[config.mk]
export PLATFORM = sky130hd
export DESIGN_NAME = mw_eeprom_master
export DESIGN_NICKNAME = d
export VERILOG_FILES = /design/src/rtl/mw_pkg.sv /design/src/rtl/mw_halfdiv.sv /design/src/rtl/mw_poll_ctr.sv /design/src/rtl/mw_frame_build.sv /design/src/rtl/mw_eeprom_master.sv
export SDC_FILE = /design/constraint.sdc
export NUM_CORES = 1
export LEC_CHECK = 0
export CAP_MARGIN = 20
export CORE_MARGIN = 5
export CORE_UTILIZATION = 60
export DETAILED_ROUTE_END_ITERATION = 6
export GPL_TIMING_DRIVEN = 0
export PLACE_DENSITY = 0.85
export SETUP_SLACK_MARGIN = 0.4
export SYNTH_ARGS = -nofsm -noshare
export SYNTH_HDL_FRONTEND = slang
export SYNTH_HIERARCHICAL = 1
export SYNTH_SLANG_ARGS = --single-unit
[constraint.sdc]
create_clock -name clk -period 3.6 [get_ports clk]
set_input_delay 0.72 -clock clk [delete_from_list [all_inputs] [get_ports clk]]
set_output_delay 0.72 -clock clk [all_outputs]
set_load 0.03 [all_outputs]
[src/rtl/mw_pkg.sv]
package mw_pkg;

    localparam int MW_ADDR_W = 8;
    localparam int MW_DATA_W = 16;
    localparam int MW_OPC_W  = 3;

    typedef enum logic [1:0] {
        OP_READ  = 2'd0,
        OP_WRITE = 2'd1,
        OP_WEN   = 2'd2,
        OP_WRALL = 2'd3
    } mw_op_e;

    typedef enum logic [3:0] {
        ST_IDLE,
        ST_CSLO,
        ST_CSHI,
        ST_SET,
        ST_HI,
        ST_LO,
        ST_DROP,
        ST_POLL,
        ST_FIN
    } mw_st_e;

    typedef enum logic {
        DIR_TX,
        DIR_RX
    } mw_dir_e;

    // state of the three serial wires toward the memory
    typedef struct packed {
        logic cs;
        logic sk;
        logic dout;
    } mw_pins_t;

    function automatic logic [MW_OPC_W-1:0] opcode_of(mw_op_e op);
        case (op)
            OP_READ:  return 3'b110;
            OP_WRITE: return 3'b101;
            default:  return 3'b100;
        endcase
    endfunction

endpackage

[src/rtl/mw_halfdiv.sv]
module mw_halfdiv #(
    parameter int HALF = 4
) (
    input  logic clk,
    input  logic rst,
    input  logic en,
    output logic tick
);
    localparam int CW = (HALF > 1) ? $clog2(HALF) : 1;
    localparam logic [CW-1:0] LAST = CW'(HALF - 1);

    logic [CW-1:0] cnt;

    always_ff @(posedge clk) begin
        if (rst || !en)
            cnt <= '0;
        else if (cnt == LAST)
            cnt <= '0;
        else
            cnt <= cnt + 1'b1;
    end

    assign tick = en && (cnt == LAST);

    generate
        if (HALF > 1) begin : g_spacing
            // phases are at least two clocks long, so ticks never touch
            p_tick_spacing_r3: assert property (@(posedge clk) disable iff (rst)
                tick |=> !tick);
        end
    endgenerate

endmodule

[src/rtl/mw_poll_ctr.sv]
module mw_poll_ctr #(
    parameter int GAP = 16,
    parameter int MAX = 6
) (
    input  logic clk,
    input  logic rst,
    input  logic run,
    output logic strobe,
    output logic last
);
    localparam int GW = (GAP > 1) ? $clog2(GAP) : 1;
    localparam int PW = $clog2(MAX + 1);
    localparam logic [GW-1:0] GLAST = GW'(GAP - 1);
    localparam logic [PW-1:0] PLAST = PW'(MAX - 1);

    logic [GW-1:0] gcnt;
    logic [PW-1:0] polls;

    always_ff @(posedge clk) begin
        if (rst || !run) begin
            gcnt  <= '0;
            polls <= '0;
        end else if (gcnt == GLAST) begin
            gcnt  <= '0;
            polls <= polls + 1'b1;
        end else begin
            gcnt <= gcnt + 1'b1;
        end
    end

    assign strobe = run && (gcnt == GLAST);
    assign last   = strobe && (polls == PLAST);

    // the sequencer must leave the polling state on the final sample
    p_timeout_exit_r10: assert property (@(posedge clk) disable iff (rst)
        last |=> !run);

endmodule

[src/rtl/mw_frame_build.sv]
module mw_frame_build
    import mw_pkg::*;
#(
    parameter int AW = MW_ADDR_W,
    parameter int DW = MW_DATA_W,
    localparam int FW = MW_OPC_W + AW + DW,
    localparam int LW = $clog2(FW + 1)
) (
    input  mw_op_e          op,
    input  logic [AW-1:0]   addr,
    input  logic [DW-1:0]   wdata,
    output logic [FW-1:0]   bits,
    output logic [LW-1:0]   tx_len,
    output logic            has_rx,
    output logic            poll
);
    localparam logic [AW-1:0] PAT_UNLOCK = {2'b11, {(AW-2){1'b0}}};
    localparam logic [AW-1:0] PAT_ALL    = {2'b01, {(AW-2){1'b0}}};
    localparam logic [LW-1:0] LEN_SHORT  = LW'(MW_OPC_W + AW);
    localparam logic [LW-1:0] LEN_LONG   = LW'(FW);

    logic [MW_OPC_W-1:0] opc;
    assign opc = opcode_of(op);

    always_comb begin
        bits   = '0;
        tx_len = LEN_SHORT;
        has_rx = 1'b0;
        poll   = 1'b0;
        case (op)
            OP_READ: begin
                bits   = {opc, addr, {DW{1'b0}}};
                has_rx = 1'b1;
            end
            OP_WRITE: begin
                bits   = {opc, addr, wdata};
                tx_len = LEN_LONG;
                poll   = 1'b1;
            end
            OP_WEN: begin
                bits   = {opc, PAT_UNLOCK, {DW{1'b0}}};
            end
            default: begin
                bits   = {opc, PAT_ALL, wdata};
                tx_len = LEN_LONG;
                poll   = 1'b1;
            end
        endcase
    end

endmodule

[src/rtl/mw_eeprom_master.sv]
module mw_eeprom_master
    import mw_pkg::*;
#(
    parameter int ADDR_W   = MW_ADDR_W,
    parameter int DATA_W   = MW_DATA_W,
    parameter int HALF_DIV = 4,
    parameter int POLL_GAP = 16,
    parameter int POLL_MAX = 6
) (
    input  logic              clk,
    input  logic              rst,
    input  logic              cmd_valid,
    output logic              cmd_ready,
    input  logic [1:0]        cmd_op,
    input  logic [ADDR_W-1:0] cmd_addr,
    input  logic [DATA_W-1:0] cmd_wdata,
    output logic              rsp_done,
    output logic [DATA_W-1:0] rsp_rdata,
    output logic              rsp_err,
    output logic              ser_cs,
    output logic              ser_clk,
    output logic              ser_dout,
    input  logic              ser_din
);
    localparam int FW = MW_OPC_W + ADDR_W + DATA_W;
    localparam int LW = $clog2(FW + 1);
    localparam logic [LW-1:0] RX_LEN = LW'(DATA_W + 1);

    mw_st_e            st;
    mw_dir_e           dir;
    mw_pins_t          pins;
    logic [FW-1:0]     txsr;
    logic [DATA_W-1:0] rxsr;
    logic [DATA_W-1:0] rdata_q;
    logic [LW-1:0]     left;
    logic              has_rx_q, poll_q, first, err_q;

    logic [FW-1:0]     f_bits;
    logic [LW-1:0]     f_len;
    logic              f_rx, f_poll;
    logic              tick, p_strobe, p_last;

    mw_frame_build #(.AW(ADDR_W), .DW(DATA_W)) u_frame (
        .op     (mw_op_e'(cmd_op)),
        .addr   (cmd_addr),
        .wdata  (cmd_wdata),
        .bits   (f_bits),
        .tx_len (f_len),
        .has_rx (f_rx),
        .poll   (f_poll)
    );

    mw_halfdiv #(.HALF(HALF_DIV)) u_div (
        .clk  (clk),
        .rst  (rst),
        .en   (st != ST_IDLE),
        .tick (tick)
    );

    mw_poll_ctr #(.GAP(POLL_GAP), .MAX(POLL_MAX)) u_poll (
        .clk    (clk),
        .rst    (rst),
        .run    (st == ST_POLL),
        .strobe (p_strobe),
        .last   (p_last)
    );

    always_ff @(posedge clk) begin
        if (rst) begin
            st       <= ST_IDLE;
            dir      <= DIR_TX;
            pins     <= '0;
            txsr     <= '0;
            rxsr     <= '0;
            rdata_q  <= '0;
            left     <= '0;
            has_rx_q <= 1'b0;
            poll_q   <= 1'b0;
            first    <= 1'b0;
            err_q    <= 1'b0;
        end else begin
            case (st)
                ST_IDLE: if (cmd_valid) begin
                    txsr     <= f_bits;
                    left     <= f_len;
                    has_rx_q <= f_rx;
                    poll_q   <= f_poll;
                    dir      <= DIR_TX;
                    err_q    <= 1'b0;
                    pins     <= '0;
                    st       <= ST_CSLO;
                end
                ST_CSLO: if (tick) begin
                    pins.cs <= 1'b1;
                    st      <= ST_CSHI;
                end
                ST_CSHI: if (tick) begin
                    pins.dout <= txsr[FW-1];
                    st        <= ST_SET;
                end
                ST_SET: if (tick) begin
                    if (dir == DIR_RX && first && ser_din) begin
                        err_q <= 1'b1;
                        pins  <= '0;
                        st    <= ST_FIN;
                    end else begin
                        if (dir == DIR_RX) begin
                            if (!first)
                                rxsr <= {rxsr[DATA_W-2:0], ser_din};
                            first <= 1'b0;
                        end
                        pins.sk <= 1'b1;
                        st      <= ST_HI;
                    end
                end
                ST_HI: if (tick) begin
                    pins.sk <= 1'b0;
                    st      <= ST_LO;
                end
                ST_LO: if (tick) begin
                    if (left > LW'(1)) begin
                        left <= left - 1'b1;
                        if (dir == DIR_TX) begin
                            txsr      <= txsr << 1;
                            pins.dout <= txsr[FW-2];
                        end
                        st <= ST_SET;
                    end else if (dir == DIR_RX) begin
                        rdata_q <= rxsr;
                        pins    <= '0;
                        st      <= ST_FIN;
                    end else if (has_rx_q) begin
                        dir       <= DIR_RX;
                        left      <= RX_LEN;
                        first     <= 1'b1;
                        pins.dout <= 1'b0;
                        st        <= ST_SET;
                    end else if (poll_q) begin
                        pins <= '0;
                        st   <= ST_DROP;
                    end else begin
                        pins <= '0;
                        st   <= ST_FIN;
                    end
                end
                ST_DROP: if (tick) begin
                    pins.cs <= 1'b1;
                    st      <= ST_POLL;
                end
                ST_POLL: if (p_strobe) begin
                    if (ser_din) begin
                        pins <= '0;
                        st   <= ST_FIN;
                    end else if (p_last) begin
                        err_q <= 1'b1;
                        pins  <= '0;
                        st    <= ST_FIN;
                    end
                end
                default: st <= ST_IDLE;
            endcase
        end
    end

    assign cmd_ready = (st == ST_IDLE);
    assign rsp_done  = (st == ST_FIN);
    assign rsp_rdata = rdata_q;
    assign rsp_err   = err_q;
    assign ser_cs    = pins.cs;
    assign ser_clk   = pins.sk;
    assign ser_dout  = pins.dout;

    p_accept_busy_r1: assert property (@(posedge clk) disable iff (rst)
        (cmd_valid && cmd_ready) |=> !cmd_ready);

    p_clk_inside_cs_r2: assert property (@(posedge clk) disable iff (rst)
        ser_clk |-> ser_cs);

    p_cs_rise_clk_low_r2: assert property (@(posedge clk) disable iff (rst)
        $rose(ser_cs) |-> !ser_clk);

    p_dout_steady_r3: assert property (@(posedge clk) disable iff (rst)
        (ser_clk && $past(ser_clk)) |-> $stable(ser_dout));

    p_setup_before_rise_r3: assert property (@(posedge clk) disable iff (rst)
        $rose(ser_clk) |-> $stable(ser_dout));

    p_cs_low_after_done_r11: assert property (@(posedge clk) disable iff (rst)
        rsp_done |=> (!ser_cs && cmd_ready));

    p_done_single_r12: assert property (@(posedge clk) disable iff (rst)
        rsp_done |=> !rsp_done);

    p_rdata_hold_r12: assert property (@(posedge clk) disable iff (rst)
        (cmd_ready && !cmd_valid) |=> $stable(rsp_rdata));

endmodule

==> impl_metrics.csv <==
group,metric,value,unit
critical_path,cp_max_fo,9,
sta,setup-tns-final,0,ns
clocking,clockRootBuffer,"clkbuf_8",
final_layout,layout-drive-gt1-share,13.8,%
synthesis,syn_area,0.00439,sq mm
drt,antenna_left,0,
sta,rsz0062_at_grt,"false",
clocking,worstSkewPairLatency,0.36,ns
clocking,clkTransAtPathRegs,0.09,ns
global_route,grt_use_met2,39.0,%
critical_path,cp_slowest_cell,"clkdlybuf4s50_1",
sta,period_minus_slack,2.99,ns
clocking,cts_resized,0,
critical_path,worst_path_largest_cell_delay,0.72,ns
placement,place.detailed.hpwl,7430,um
clocking,cts.sinks,85,
die,start_util,61.1,%
clocking,cts_buffer_depth,2,
critical_path,cp-start-kind,"flop",
synthesis,yosysMostFrequentCell,"nand2_1",
sta,setup_viol,0,
job,cap_violations,0,
critical_path,cp_cell_sequence,"clkbuf_2, nor2_1, nand2_1, inv_1, clkdlybuf4s50_1",
sta,skew,0.00834,ns
pwr,p_leak,1.86,nW
clocking,htreeDepth,3,
die,ioPinCount,52,
drt,routed_via_density,5.71,
drt,drc_errors,0,
critical_path,cp_top_family,"buffers and inverters",
drt,drtIter0Drc,260,
clocking,cts_inserted_buffers,9,
sta,drv_slew,0,
global_route,grt_pass1_vias,3570,
sta,relSlewSlack,52.8,%
critical_path,crit_type,"flop to output port",
sta,fmax,335,MHz
sta,period_share,82.9,%
drt,vias,3924,
die,die_h,95.5,um
synthesis,synth_top_area_share,38.8,%
critical_path,cp.arrival,2.27,ns
critical_path,r2r_slack,1.00,ns
synthesis,netlist_instances,519,
critical_path,crit_buf_inv,3,
outcome,outcome,"finished, final reports clean",
placement,place.gp.congestion,0.900,
final_layout,n_antenna_cell,0,
global_route,grt_util_met3,4.26,%
synthesis,synth-seq-cells,85,
synthesis,synthTopCellsByArea,"dfxtp_1 39%, nand2_1 8.6%, a311oi_2 8.2%, mux2i_1 5.2%, nor2_1 5.0%",
synthesis,synthArstFlopShare,0,%
clocking,holdBufCountCts,0,
global_route,met1_usage,29.3,%
hold_path,min_path_type,"flop to flop",
sta,hold_viol_final,0,
placement,port_buffers,50,
sta,tightestPinTransition,0.707,ns
final_layout,nNetsFinal,619,
synthesis,yosys.area.top_type,"dfxtp_1",
die,dieArea,0.00912,sq mm
pwr,ir_drop,0.335,mV
synthesis,synth_common_cells,"101 x nand2_1, 85 x dfxtp_1, 59 x nor2_1",
die,core,0.00718,sq mm
drt,wl_per_cell,14.7,um
synthesis,syn_area_per_cell,8.45,sq um
global_route,track_usage,23.1,%
global_route,busiest_layer,"met2",
pwr,report.power.total,0.00319,W
critical_path,endpoint_kind,"output port",
synthesis,seq_area_frac_synth,38.8,%
die,rows,31,
pwr,power_density,605,mW/mm^2
synthesis,synth_edf_count,0,
drt,routed_wirelength,10100,um
global_route,overflow,0,
critical_path,cp.required,2.88,ns
global_route,grt_pass1_wl,16700,um
global_route,antenna_found_initial,0,
drt,first_pass_iters,5,
synthesis,ys.flop_type,"dfxtp_1",
clocking,cts_tree,"yes",
synthesis,ys_types,63,
die,fp.dieW,95.5,um
final_layout,area_growth,20.1,%
clocking,post_cts_buffers,0,
global_route,grt_max_degree,16,
synthesis,ys_warn_count,6,
final timing paths:
kind,depth (start not counted),to,startpoint
max,5,cmd_ready,st[1]
min,1,u_div/cnt[0],u_div/cnt[0]
max reg2reg,9,ser_dout,st[3]
min reg2reg,1,u_div/cnt[0],u_div/cnt[0]
metal layers:
layer / part of all wire (%) / wire length (um)
met1: 44 / 4460
met4: 2.2 / 223
met5: 0 / 0
met3: 5.4 / 548
met2: 48 / 4890
per-stage QoR:
step / setup slack [ns] / instances / utilization [%] / area [sq um] / hold WS (ns)
2_1_floorplan: 1.48 / 522 / - / 4400 / 0.420
3_3_place_gp: 0.604 / 671 / 70.0 / 5020 / 0.434
3_5_place_dp: 0.559 / 671 / 70.0 / 5020 / 0.441
4_1_cts: 0.616 / 687 / 73.4 / 5270 / 0.454
5_1_grt: 0.457 / 687 / 73.4 / 5270 / 0.477
6_report: 0.615 / 687 / 73.4 / 5270 / 0.451
layout by cell type (no fill, tap or decap), types with 4 or more instances in the layout:
cell type and instances:
a211o_1 4, a21oi_1 34, a311oi_1 5, a311oi_2 24, and2_1 18, and2b_2 7
buf_2 6, buf_4 8, buf_6 6, clkbuf_1 23, clkbuf_8 9, clkdlybuf4s50_1 50
conb_1 5, dfxtp_1 85, ha_1 6, inv_1 13, mux2i_1 23, nand2_1 101
nand3_1 11, nand4_1 6, nor2_1 59, nor2_2 5, nor3_1 5, o21ai_0 8
flip-flops by register name, indices dropped and copies added (netlist names):
signal and flops:
ser_clk 1, ser_dout 1, u_poll/gcnt 4, has_rx_q 1, left 5, st 4, txsr 27, u_poll/polls 3
rsp_rdata 16, rsp_err 1, rxsr 16, poll_q 1, u_div/cnt 2, dir 1, first 1, ser_cs 1
cells by family (layout without fill, tap and decap cells):
family | Yosys count | after routing | share of synthesized area [%]
compound gates | 104 | 104 | 20.4
xor+xnor | 4 | 4 | 0.799
fa+ha+maj | 6 | 6 | 1.71
buf+inv | 58 | 124 | 7.13
flops | 85 | 85 | 38.8
mux | 23 | 23 | 5.25
other cells | 2 | 5 | 0.171
simple gates | 237 | 237 | 25.8
area by class of cell:
cell class	count	area [sq um]
multi-input cells	379	2380
flip-flops and latches	85	1700
well taps	99	124
clock buffers	10	128
repair buffers	50	500
fillers	551	1910
clock inverters	6	119
inverters	13	48.8
plain buffers	45	264
where the power goes:
part           internal (W)  switching, W  total, W
sequential          0.00108     0.0000931   0.00118
combinational      0.000487      0.000692   0.00118
clock              0.000470      0.000366  0.000836
total               0.00204       0.00115   0.00319
(Power assumes the default switching activity.)
